### config.mk
export PLATFORM = sky130hd
export DESIGN_NAME = byte_invert_codec
export DESIGN_NICKNAME = d
export VERILOG_FILES = /design/src/rtl/byte_invert_pkg.sv /design/src/rtl/byte_invert_ctrl.sv /design/src/rtl/byte_invert_datapath.sv /design/src/rtl/byte_invert_codec.sv
export SDC_FILE = /design/constraint.sdc
export NUM_CORES = 1
export LEC_CHECK = 0
export BUFFER_PORTS_ARGS = -buffer_cell sky130_fd_sc_hd__buf_2
export CORE_MARGIN = 4
export CORE_UTILIZATION = 49
export CTS_CLUSTER_DIAMETER = 50
export DETAILED_ROUTE_END_ITERATION = 10
export PLACE_DENSITY = 0.79
export SLEW_MARGIN = 20
export SYNTH_ARGS = -nofsm -noshare
export SYNTH_HDL_FRONTEND = slang
export SYNTH_HIERARCHICAL = 1
export SYNTH_SLANG_ARGS = --single-unit
### constraint.sdc
create_clock -name clk -period 4.9 [get_ports clk]
set_input_delay 0.98 -clock clk [delete_from_list [all_inputs] [get_ports clk]]
set_output_delay 0.98 -clock clk [all_outputs]
set_load 0.05 [all_outputs]
### src/rtl/byte_invert_pkg.sv
`timescale 1ns/1ps
package byte_invert_pkg;

  localparam int LANE_BITS     = 8;
  localparam int HEAVY_WEIGHT  = 5;  // lanes at or above this weight get inverted
  localparam int WEIGHT_W      = $clog2(LANE_BITS + 1);

  // Strobes from control to datapath
  typedef struct packed {
    logic encLoad;
    logic decLoad;
  } strobe_t;

  function automatic logic [WEIGHT_W-1:0] laneWeight(input logic [LANE_BITS-1:0] b);
    logic [WEIGHT_W-1:0] acc;
    acc = '0;
    for (int k = 0; k < LANE_BITS; k++) acc = acc + WEIGHT_W'(b[k]);
    return acc;
  endfunction

endpackage

### src/rtl/byte_invert_ctrl.sv
`timescale 1ns/1ps
module byte_invert_ctrl
  import byte_invert_pkg::*;
#(
  parameter int LANES = 4
) (
  input  logic                       wrInvEn,
  input  logic                       wrValid,
  input  logic [LANES*LANE_BITS-1:0] wrData,
  input  logic                       rdInvEn,
  input  logic                       rdValid,
  input  logic [LANES-1:0]           rdFlag,
  output strobe_t                    strb,
  output logic [LANES-1:0]           encMask,
  output logic [LANES-1:0]           decMask
);

  logic [LANES-1:0] heavy;

  for (genvar g = 0; g < LANES; g++) begin : g_weigh
    logic [WEIGHT_W-1:0] weight;
    assign weight   = laneWeight(wrData[g*LANE_BITS +: LANE_BITS]);
    assign heavy[g] = (weight >= WEIGHT_W'(HEAVY_WEIGHT));
  end

  always_comb begin
    strb.encLoad = wrValid;
    strb.decLoad = rdValid;
    encMask      = wrInvEn ? heavy  : '0;
    decMask      = rdInvEn ? rdFlag : '0;
  end

endmodule

### src/rtl/byte_invert_datapath.sv
`timescale 1ns/1ps
module byte_invert_datapath
  import byte_invert_pkg::*;
#(
  parameter int LANES = 4
) (
  input  logic                       clk,
  input  logic                       rstN,
  input  strobe_t                    strb,
  input  logic [LANES-1:0]           encMask,
  input  logic [LANES-1:0]           decMask,
  input  logic [LANES*LANE_BITS-1:0] wrData,
  input  logic [LANES*LANE_BITS-1:0] rdData,
  output logic                       encValid,
  output logic [LANES*LANE_BITS-1:0] encData,
  output logic [LANES-1:0]           encFlag,
  output logic                       decValid,
  output logic [LANES*LANE_BITS-1:0] decData
);

  localparam int DATA_W = LANES * LANE_BITS;

  logic [DATA_W-1:0] encNext;
  logic [DATA_W-1:0] decNext;

  for (genvar g = 0; g < LANES; g++) begin : g_lane
    assign encNext[g*LANE_BITS +: LANE_BITS] =
      wrData[g*LANE_BITS +: LANE_BITS] ^ {LANE_BITS{encMask[g]}};
    assign decNext[g*LANE_BITS +: LANE_BITS] =
      rdData[g*LANE_BITS +: LANE_BITS] ^ {LANE_BITS{decMask[g]}};
  end

  always_ff @(posedge clk) begin
    if (!rstN) begin
      encValid <= 1'b0;
      encData  <= '0;
      encFlag  <= '0;
    end else begin
      encValid <= strb.encLoad;
      if (strb.encLoad) begin
        encData <= encNext;
        encFlag <= encMask;
      end
    end
  end

  always_ff @(posedge clk) begin
    if (!rstN) begin
      decValid <= 1'b0;
      decData  <= '0;
    end else begin
      decValid <= strb.decLoad;
      if (strb.decLoad) decData <= decNext;
    end
  end

endmodule

### src/rtl/byte_invert_codec.sv
`timescale 1ns/1ps
module byte_invert_codec
  import byte_invert_pkg::*;
#(
  parameter int LANES = 4
) (
  input  logic                       clk,
  input  logic                       rstN,
  input  logic                       wrInvEn,
  input  logic                       wrValid,
  input  logic [LANES*LANE_BITS-1:0] wrData,
  output logic                       encValid,
  output logic [LANES*LANE_BITS-1:0] encData,
  output logic [LANES-1:0]           encFlag,
  input  logic                       rdInvEn,
  input  logic                       rdValid,
  input  logic [LANES*LANE_BITS-1:0] rdData,
  input  logic [LANES-1:0]           rdFlag,
  output logic                       decValid,
  output logic [LANES*LANE_BITS-1:0] decData
);

  strobe_t          strb;
  logic [LANES-1:0] encMask;
  logic [LANES-1:0] decMask;

  byte_invert_ctrl #(.LANES(LANES)) ctrl_i (
    .wrInvEn (wrInvEn),
    .wrValid (wrValid),
    .wrData  (wrData),
    .rdInvEn (rdInvEn),
    .rdValid (rdValid),
    .rdFlag  (rdFlag),
    .strb    (strb),
    .encMask (encMask),
    .decMask (decMask)
  );

  byte_invert_datapath #(.LANES(LANES)) dp_i (
    .clk      (clk),
    .rstN     (rstN),
    .strb     (strb),
    .encMask  (encMask),
    .decMask  (decMask),
    .wrData   (wrData),
    .rdData   (rdData),
    .encValid (encValid),
    .encData  (encData),
    .encFlag  (encFlag),
    .decValid (decValid),
    .decData  (decData)
  );

endmodule

==> results list, run 1 <==
- Synthesized Nets: 511
* Yosys top cell area share: 37.01%
- Final hold viol count: 0
- In this run, the number of DRC markers left after iteration 0 of detailed routing was 79.
- STA puts the critical path data arrival time at 4.27 ns.
* Clock slew at reported path FFs: 0.07 ns
- Top_reg_cell synth: dfxtp_1
- Number of global-route vias before repair: 2993
* Max-Slew Margin vs Limit: between 30% and 40%
* Top routing layer in use: met4
* Height of the die: 95.90 um
- The number of antenna diodes in the final layout is 0.
- PwrDens: 384.0 nW/um^2
- For the final database, setup skew stands at 0 ns.
* Die X-Extent: 95.90 um
- Total Nets Final: 638
- Pre-Repair DR Iteration Count: 4
* Synthesized area divided by synthesized cell count: 9.257 sq um
- TritonCTS created 9 clock buffers.
- Post-CTS repair changed the size of 0 cells.
* Reg2reg path depth: 2
* Number of I/O pins: 144
* Share of flip-flops with an asynchronous set or reset: 0%
- Core Region: 7370 sq um
- Post-CTS Setup Inserts: 0
- In the synthesized netlist, the cells that appear most often are 70 x dfxtp_1, 68 x a21oi_1, 64 x xnor2_1.
* CTS tree: done
* RSZ-0062 raised after global routing: false
- In the post-synthesis netlist, the cell with the most instances is dfxtp_1.
- FP Rows: 31
- Area of all sequential standard cells: roughly 1400 sq um
- Placed cells: around 620
* Aggregate routed wire length: 8286 um
- Number of distinct library cells after synthesis: 17
- Minimum clock period: 4.088 ns
- Worst setup SP type: input pin
* Met3 wire len: 997 um
- Root Buffer Master: clkbuf_8
- CTS built an H-tree with a depth of 3.
- IO Port Bufs: 143
* First-pass GRT wire length: 13050 um
- In the synthesized netlist, the number of instances is approximately 410.
- The congestion estimate from routability-driven global placement came to 0.7727.
- F_max: between 200 and 250 MHz
- In this run, synthesis inferred 0 flip-flops with an integrated enable.
- Hold bufs inserted after CTS: 0
* Worst setup path category: input pin to register
- The area growth from synthesis to layout is 21.55%.
- Detailed route wirelength on metal2: 3946 um
- Along the worst path, the maximum fanout reaches 5.
* Result of the run: complete, no violations
* Routed wire per std cell: 12.95 um
- Wire length on met1: 3287 um
- Register area share after synthesis: 37.01%
* Largest net degree at the start of global routing: 71
- In this run, synthesis produced a sequential element count of 70.
* Vias per Instance: roughly 5
- For this block, the via count after detailed routing is between 3000 and 4000.
* Placed wire-length estimate after detailed placement: 6333 um
- The floorplan step defined a die boundary enclosing 9197 sq um.
- Crit end category: register
- Share of post-route cells with drive strength above 1: a little under a third
* Effective utilization at floorplan: 51.38%
* Layout fillers: approximately 650
- During synthesis, Yosys emitted a total of 6 warnings.
- The cell area that synthesis handed to floorplanning was between 3000 and 4000 sq um.
- Antenna violations before repair: 0
- Adding up every negative setup slack in the final design gives 0 ns.
- Area of the multi-input gates: 1939 sq um
* Final setup violation count: 0
- At the pin with the least slew margin, the transition time is roughly 1 ns.
* Classification of the worst-slack hold path: register to register
- Skew-Pair Late Insertion Delay: 0.32 ns
- Top post-synthesis cells by area: dfxtp_1 37%, xnor2_1 15%, a21oi_1 9.0%
- Counting instances, the worst hold path has a depth of 2.
* Post-synth top area cell: dfxtp_1
* Share of the clock period used by the worst path: between 80 and 90%
* Bufs on Longest Clock Path: 2
- The worst-case IR drop observed on VDD is between 0.0002 and 0.00025 V.
- After layout, the design draws a total of 1.767 mW.
* Leak pwr: 2.222 nW
* DRC violations left: 0
- Number of routed nets with antenna violations: 0
* GRT Total Usage: roughly 18%
* Number of clock sinks seen by CTS: 70
- Final cell count without fillers: 640
- Across the run, the number of max-cap violations was 0.
* Final max-slew violation count: 0
- Critical Path RT: just over 5 ns
- Overflow left after global routing: 0
==> worst max-delay path, cell delays in order <==
cell,delay (ns)
buf_2,0.10
inv_1,0.05
fa_1,0.55
fa_1,0.42
fa_1,0.49
inv_1,0.05
ha_1,0.20
inv_1,0.08
fa_1,0.45
nand2b_4,0.10
a221oi_2,0.06
a211oi_1,0.30
buf_4,0.21
xnor2_1,0.13
a21oi_1,0.09
==> worst paths after layout <==
check                   start               end  slack [ns]
max                 wrData[0]   dp_i/encData[0]        0.81
min           dp_i/decData[8]   dp_i/decData[8]        0.52
min reg2reg   dp_i/decData[8]   dp_i/decData[8]        0.52
max reg2reg  dp_i/decData[17]  dp_i/decData[17]        4.19
==> registers in the layout (all words and copies together), names as in the netlist <==
register,cells
dp_i/encData,32
dp_i/encValid,1
dp_i/decValid,1
dp_i/encFlag,4
dp_i/decData,32
==> per-layer routing <==
layer / track usage, % / vias up
met5: 0 / -
met4: 4.739 / 0
met3: 6.959 / 6
met2: 31.73 / 119
met1: 19.88 / 1432
li1: - / 1579
==> layout make-up <==
cell class | count | share of cell area [%]
Clock buffer | 12 | 3.154
Clock inverter | 4 | 0.4894
Inverter | 57 | 4.649
Multi-Input combinational cell | 250 | 42.14
Sequential cell | 70 | 30.45
Tap cell | 99 | 2.692
Timing Repair Buffer | 148 | 16.42
==> metrics by stage <==
stage                     worst slack (ns)  cell area [sq um]  hold WS, ns  util [%]
final                               0.8121               4602       0.5218     62.44
after global routing                0.6777               4602       0.5470     62.44
after CTS                           0.7948               4599       0.5249     62.41
after detailed placement            0.4495               4432       0.5112     60.14
after global placement              0.5704               4432       0.4921     60.14
after floorplan                     0.8308               3786       0.7259         -
==> placed cells by master, fill, tap and decap left out, types with 6 or more instances in the layout <==
cell type,count
ha_1,12
clkbuf_8,10
buf_4,6
o21ai_0,61
fa_1,16
and2_1,6
dfxtp_1,70
buf_2,142
a21oi_1,68
inv_1,57
xnor2_1,64
==> where the power goes <==
| group | internal (mW) | switching, mW | leakage, nW |
|---|---|---|---|
| logic | 0.267 | 0.447 | 1.55 |
| registers | 0.625 | 0.0244 | 0.582 |
| clock network | 0.196 | 0.209 | 0.0861 |
| total | 1.09 | 0.680 | 2.22 |
==> cell families (layout without fill, tap and decap cells) <==
family,Yosys count,after routing,synth area share (%)
AO/OA/AOI/OAI,140,140,19.83
XOR/XNOR,64,64,14.81
AND/OR/NAND/NOR,14,14,3.106
multiplexers,4,4,1.058
adder cells (fa/ha/maj),28,28,12.43
flip-flops,70,70,37.01
buffers and inverters,89,221,11.77
(Power assumes the default switching activity.)
==> run 2: changes to the inputs <==
Clock period 4.9 ns to 4 ns, I/O delays scaled along.
==> results list, run 2 (same netlist as run 1, synthesis figures left out) <==
- Number of global-route vias before repair: 3087 (+3.1%)
- The quantity of hold-fixing buffers added after cts is 0 (unchanged).
* Reg2reg path depth: 2 (unchanged)
- Layout fillers: 600 (-7.6%)
- Final estimated routing congestion in global placement: 0.7719 (-0.10%)
* Launch instance of the worst register-to-register path: dp_i/encData[4]
- Clk_skew: 0 ns (unchanged)
- Largest net degree at the start of global routing: 71 (unchanged)
* Routed wire per std cell: 13.87 um (+7.2%)
- Number of I/O pins: 144 (unchanged)
* PwrDens: 504.4 nW/um^2 (+31%)
* Classification of the worst-slack hold path: register to register
* GRT Total Usage: 19.08% (+1.2 points)
- Effective utilization at floorplan: 51.38% (unchanged)
* Share of post-route cells with drive strength above 1: 37.75% (+6.3 points)
- The hold slack is 0.5192 ns (-0.002630 ns).
* Vias per Instance: 4.884 (-0.32%)
- The number of buffers added on ports is 143 (unchanged).
- The flip-flop and latch area is 1401 sq um (unchanged).
* Number of clock sinks seen by CTS: 70 (unchanged)
- The vertical die dimension is 95.90 um (unchanged).
- Worst hold path depth: 2 (unchanged)
- Hold path startpoint: dp_i/decData[5]
- TritonCTS buffer count: 9 (unchanged)
- The number of pins exceeding their max-slew limit in the final report came to 0 (unchanged).
* Area of the die: 9197 sq um (unchanged)
* Crit end category: register
- The multi-input logic area is 2072 sq um (+6.8%).
- Compared with the post-synthesis result, the final layout area differs by 31.39%.
- First-pass GRT wire length: 13740 um (+5.3%)
* PostCTS Resize Cnt: 0 (unchanged)
- Number of levels in the clock H-tree: 3 (unchanged)
- Bufs on Longest Clock Path: 2 (unchanged)
- Number of routed nets with antenna violations: 0 (unchanged)
- The final number of setup-violating endpoints came to 0 (unchanged).
* Setup slack of the critical path after layout: 0.03673 ns (-0.7754 ns)
- Antenna violations before repair: 0 (unchanged)
* Share of the clock period used by the worst path: between 90% and 100%
- The number of max-cap violations was 0 (unchanged).
- Aggregate routed wire length: 9129 um (+10%)
* Maximum VDD drop: 0.0003901 V (+57%)
- Worst setup slack before clock tree synthesis: -0.3406 ns (-0.7901 ns)
- The final net count came to 656 (+2.8%).
- Endpoint of the worst register-to-register path: dp_i/encData[4]
- The maximum net fanout on the critical path was 5 (unchanged).
- The buffer count from post-CTS setup fixing was 0 (unchanged).
- The total power draw was 2.509 mW (+42%).
- Critical Path RT: 4.16 ns (-0.92 ns)
* Clock slew at reported path FFs: 0.08 ns (about the same)
- The core outline area came to 7370 sq um (unchanged).
- Critical Path Source: wrData[0]
- Root Buffer Master: clkbuf_8
- Leading registers by flop count: dp_i/decData: 32 flops, dp_i/encData: 32 flops, dp_i/encFlag: 4 flops
- The total number of vias came to 3214 (+2.5%).
- The die boundary width came to 95.90 um (unchanged).
* Leak pwr: 2.433 nW (+9.5%)
- The final hold violation count was 0 (unchanged).
* Register-to-register path setup slack: 3.24 ns (-0.95 ns)
- DRC violations left: 0 (unchanged)
- The latest clock arrival within the worst-skew pair came to 0.33 ns (about the same).
- Placed wire-length estimate after detailed placement: 6735 um (+6.3%)
* Minimum clock period: just under 4 ns
- Arrival time worst endpoint: 4.13 ns (-0.14 ns)
* Result of the run: complete, no violations
* Most frequent cells in the layout: 142 x buf_2, 70 x dfxtp_1, 68 x a21oi_1, 61 x o21ai_0, 55 x inv_1
- Max-Slew Margin vs Limit: 28.82% (-3.9 points)
- Worst Tran Pin Value: 1.068 ns (+0.05803 ns)
- The setup TNS came to 0 ns (unchanged).
- The worst setup path is of the input pin to register kind.
* Overflow left after global routing: 0 (unchanged)
* Antenna diode count: 0 (unchanged)
* FP Rows: 31 (unchanged)
- The worst setup path is launched from an input pin.
- TritonCTS built the clock tree.
* RSZ-0062 raised after global routing: true
- For hold timing, the worst endpoint is dp_i/decData[5].
- The library cell used most frequently in the layout, excluding fill and tap cells, is buf_2.
- Derived from the worst setup path, the maximum achievable clock frequency is about 250 MHz.
- Initial DRC Count: 59 (-25%)
- Pre-Repair DR Iteration Count: 4 (unchanged)
==> run 2: changes by cell type in the layout (fill, tap and decap cells not counted), sizes merged <==
cell and change:
clkinv -1, clkinvlp -1, buf +18, clkbuf -2, bufinv +4
==> run 2: layout make-up <==
type,count,area share [%]
clock buffers,10,2.565
clock inverters,6,2.691
inverters,57,4.301
multi-input cells,250,41.65
flip-flops and latches,70,28.17
well taps,99,2.490
repair buffers,166,18.13
==> run 2: through the flow <==
step                instances  utilization, %  area (sq um)
floorplan                 409               -          3786
global placement          641           61.87          4559
detailed placement        641           61.87          4559
CTS                       657           65.42          4821
global route              658           67.50          4975
finish                    658           67.50          4975
==> run 2: worst max path at each step <==
stage | end
finish | dp_i/encData[4]
floorplan | dp_i/encData[24]
detailed placement | dp_i/encData[4]
global route | dp_i/encData[4]
global placement | dp_i/encData[31]
CTS | dp_i/encData[4]
==> run 2: layer usage <==
| metal | GRT usage, % | vias to the layer above | wire length (um) |
|---|---|---|---|
| li1 | - | 1623 | - |
| met1 | 21.56 | 1465 | 3753 |
| met2 | 33.47 | 122 | 4457 |
| met3 | 7.115 | 4 | 887 |
| met4 | 5.569 | 0 | 29 |
| met5 | 0 | - | 0 |
==> run 2: worst max-delay path, stage by stage <==
cell	delay, ns
buf_2	0.09
inv_1	0.06
fa_1	0.58
fa_1	0.44
fa_1	0.44
inv_1	0.07
ha_2	0.17
inv_1	0.05
fa_1	0.52
nand2b_4	0.07
a221oi_2	0.25
a211oi_2	0.12
buf_4	0.18
xnor2_1	0.18
a21oi_1	0.10
==> run 2: where the power goes <==
group	total, mW	internal [mW]	switching (mW)
clock network	0.738	0.478	0.260
registers	0.797	0.765	0.0316
logic	0.974	0.385	0.589
total	2.51	1.63	0.881
==> run 3: changes to the inputs <==
Settings changed: PLACE_DENSITY 0.79 to 0.8.
==> results list, run 3 (same netlist as run 1, synthesis figures left out) <==
- The clock tree skew after final layout came to 0 ns (unchanged).
- Placed wire-length estimate after detailed placement: 6513 um (-3.3%)
* Leak pwr: 2.341 nW (-3.8%)
- PwrDens: 495.5 nW/um^2 (-1.8%)
- The number of placement rows came to 31 (unchanged).
- Launch instance of the worst register-to-register path: dp_i/decData[18]
* Final max-slew violation count: 0 (unchanged)
* Number of global-route vias before repair: 3103 (+0.52%)
- DRC violations left: 0 (unchanged)
* Share of the clock period used by the worst path: 95.65% (-3.4 points)
- The overall routing resource usage was 18.86% (-0.22 points).
* TritonCTS buffer count: 9 (unchanged)
- Relative to the synthesized area, the layout overhead comes to 27.03%.
* Register-to-register path setup slack: 3.28 ns (+0.04 ns)
- The die boundary width is 95.90 um (unchanged).
- The maximum clock insertion buffer count is 2 (unchanged).
- The cell sitting at the root of the clock tree is a clkbuf_8.
* Reg2reg path depth: 2 (unchanged)
- Classification of the worst-slack hold path: register to register
- CTS tree: done
- The clock transition time at the flip-flop clock pins of the worst setup and hold paths came to 0.07 ns (about the same).
- Skew-Pair Late Insertion Delay: 0.33 ns (about the same)
* Worst hold path depth: 2 (unchanged)
- Via count: 3148 (-2.1%)
- Largest net degree at the start of global routing: 71 (unchanged)
- The number of cells in the design after placement came to 638 (-0.47%).
* Total internal power: 1.524 mW (-6.4%)
- Leading cell type in the layout, fill and taps excluded: buf_2
- Height of the die: 95.90 um (unchanged)
- Leading registers by flop count: dp_i/decData: 32 flops, dp_i/encData: 32 flops, dp_i/encFlag: 4 flops
- Final hold slack: 0.5133 ns (-0.005922 ns)
- Most frequent cells in the layout: 142 x buf_2, 70 x dfxtp_1, 68 x a21oi_1, 61 x o21ai_0, 60 x xnor2_1
- The vias per cell is 4.821 (-1.3%).
- F_max: 261.4 MHz (+3.6%)
- Setup slack of the critical path after layout: 0.1741 ns (+0.1374 ns)
- The largest voltage drop on the vdd net is 0.0002932 V (-25%).
- The worst register-to-register path ends at dp_i/decData[18].
- The fraction of the core area covered by cells at the end of the flow is 65.26% (-2.2 points).
- The wire length of the first global-routing pass was 13730 um (about the same).
- The worst setup path is launched from an input pin.
* Worst setup slack before clock tree synthesis: -0.2201 ns (+0.1205 ns)
* Proportion of total power due to net switching: 36.04% (+0.92 points)
- The first-iteration detailed-routing DRC count was 60 (+1.7%).
- Hold path startpoint: dp_i/decData[8]
* Hold Crit Endpoint: dp_i/decData[8]
* Max-Slew Margin vs Limit: 32.85% (+4.0 points)
- The initial standard-cell utilization of the core is 51.38% (unchanged).
* IO Port Bufs: 143 (unchanged)
* Clock share of power: 28.4% (-1.0 points)
- Result of the run: complete, no violations
* Worst setup path category: input pin to register
- Antenna diode count: 0 (unchanged)
- The measured slew at the worst slew-check pin came to 1.007 ns (-0.06051 ns).
- The H-tree depth is 3 (unchanged).
* Antenna violations before repair: 0 (unchanged)
* Number of clock sinks seen by CTS: 70 (unchanged)
- RSZ-0062 raised after global routing: false
- Overflow left after global routing: 0 (unchanged)
* Pre-Repair DR Iteration Count: 4 (unchanged)
- Minimum clock period: 3.826 ns (-0.1374 ns)
- The maximum net fanout on the critical path is 9 (+4).
* Area of the die: 9197 sq um (unchanged)
* Power share of the sequential group: 33.4% (+1.6 points)
- The switching power was 0.8589 mW (-2.5%).
- The post-route antenna net violation count was 0 (unchanged).
- The global placer's final weighted congestion is 0.7687 (-0.41%).
- The final standard cell count with taps included and fillers excluded was 653 (-0.76%).
* Number of max-cap violations: 0 (unchanged)
- The share of layout cells above drive strength 1 came to 34.30% (-3.4 points).
- Core Region: 7370 sq um (unchanged)
- Part of the total power dissipated in combinational logic: 38.2% (-0.6 points)
- The final hold violation count came to 0 (unchanged).
- Crit end category: register
* Arrival time worst endpoint: 4.01 ns (-0.12 ns)
- The detailed-route wire length per cell is 13.28 um (-4.3%).
- The final number of setup-violating endpoints is 0 (unchanged).
- Total Nets Final: 652 (-0.61%)
* Aggregate routed wire length: 8673 um (-5.0%)
- Number of I/O pins: 144 (unchanged)
- The setup TNS is 0 ns (unchanged).
- The data required time of the critical path was 4.19 ns (+0.03 ns).
[run 3: repair_timing]
| item | CTS | global route |
|---|---|---|
| resized for setup | 0 | 5 |
| endpoints found under the setup margin | 0 | 4 |
| hold buffers | 0 | 0 |
| buffers inserted | 0 | 0 |
[run 3: layout make-up]
class / count / area (sq um)
Timing Repair Buffer: 162 / 860.8
Multi-Input combinational cell: 250 / 1974
Clock inverter: 6 / 111.4
Inverter: 57 / 214.0
Clock buffer: 9 / 123.9
Sequential cell: 70 / 1401
Tap cell: 99 / 123.9
Fill cell: 639 / 2560
[run 3: power by group through the flow]
stage | sequential (mW) | combinational, mW | clock (mW)
2_1_floorplan | 1.05 | 0.466 | 0
3_3_place_gp | 0.808 | 0.870 | 0
3_5_place_dp | 0.811 | 0.900 | 0
4_1_cts | 0.797 | 0.904 | 0.696
5_1_grt | 0.804 | 0.989 | 0.728
6_report | 0.797 | 0.910 | 0.677
[run 3: per-stage QoR]
stage                     instance area (sq um)  power (mW)
after detailed placement                   4537       1.711
after global routing                       4810       2.521
after global placement                     4537       1.677
after CTS                                  4772       2.397
final                                      4810       2.383
after floorplan                            3786       1.513
[run 3: worst max-delay path, stage by stage]
cell and delay, ns:
buf_2 0.09, inv_1 0.05, fa_1 0.55, fa_1 0.43, fa_1 0.43, inv_1 0.06
ha_1 0.17, inv_1 0.06, fa_1 0.53, nand2b_4 0.07, a221oi_2 0.24, a211oi_2 0.10
buf_4 0.19, xnor2_2 0.16, a21oi_1 0.08
[run 3: worst max-delay path by stage]
stage / cells after the start / to / slack [ns] / start
5_1_grt: 15 / dp_i/encData[30] / 0.003 / wrData[24]
3_5_place_dp: 15 / dp_i/encData[18] / -0.22 / wrData[16]
2_1_floorplan: 14 / dp_i/encData[24] / 0.11 / wrData[24]
6_report: 15 / dp_i/encData[15] / 0.17 / wrData[8]
3_3_place_gp: 15 / dp_i/encData[23] / -0.11 / wrData[16]
4_1_cts: 15 / dp_i/encData[5] / 0.15 / wrData[0]
[run 3: per-layer routing]
layer	routed length (um)	global-route usage, %	part of all wire, %
met3	892	6.333	10
met5	0	0	0
met1	3518	21.49	41
met2	4189	33.12	48
met4	73	6.043	0.84
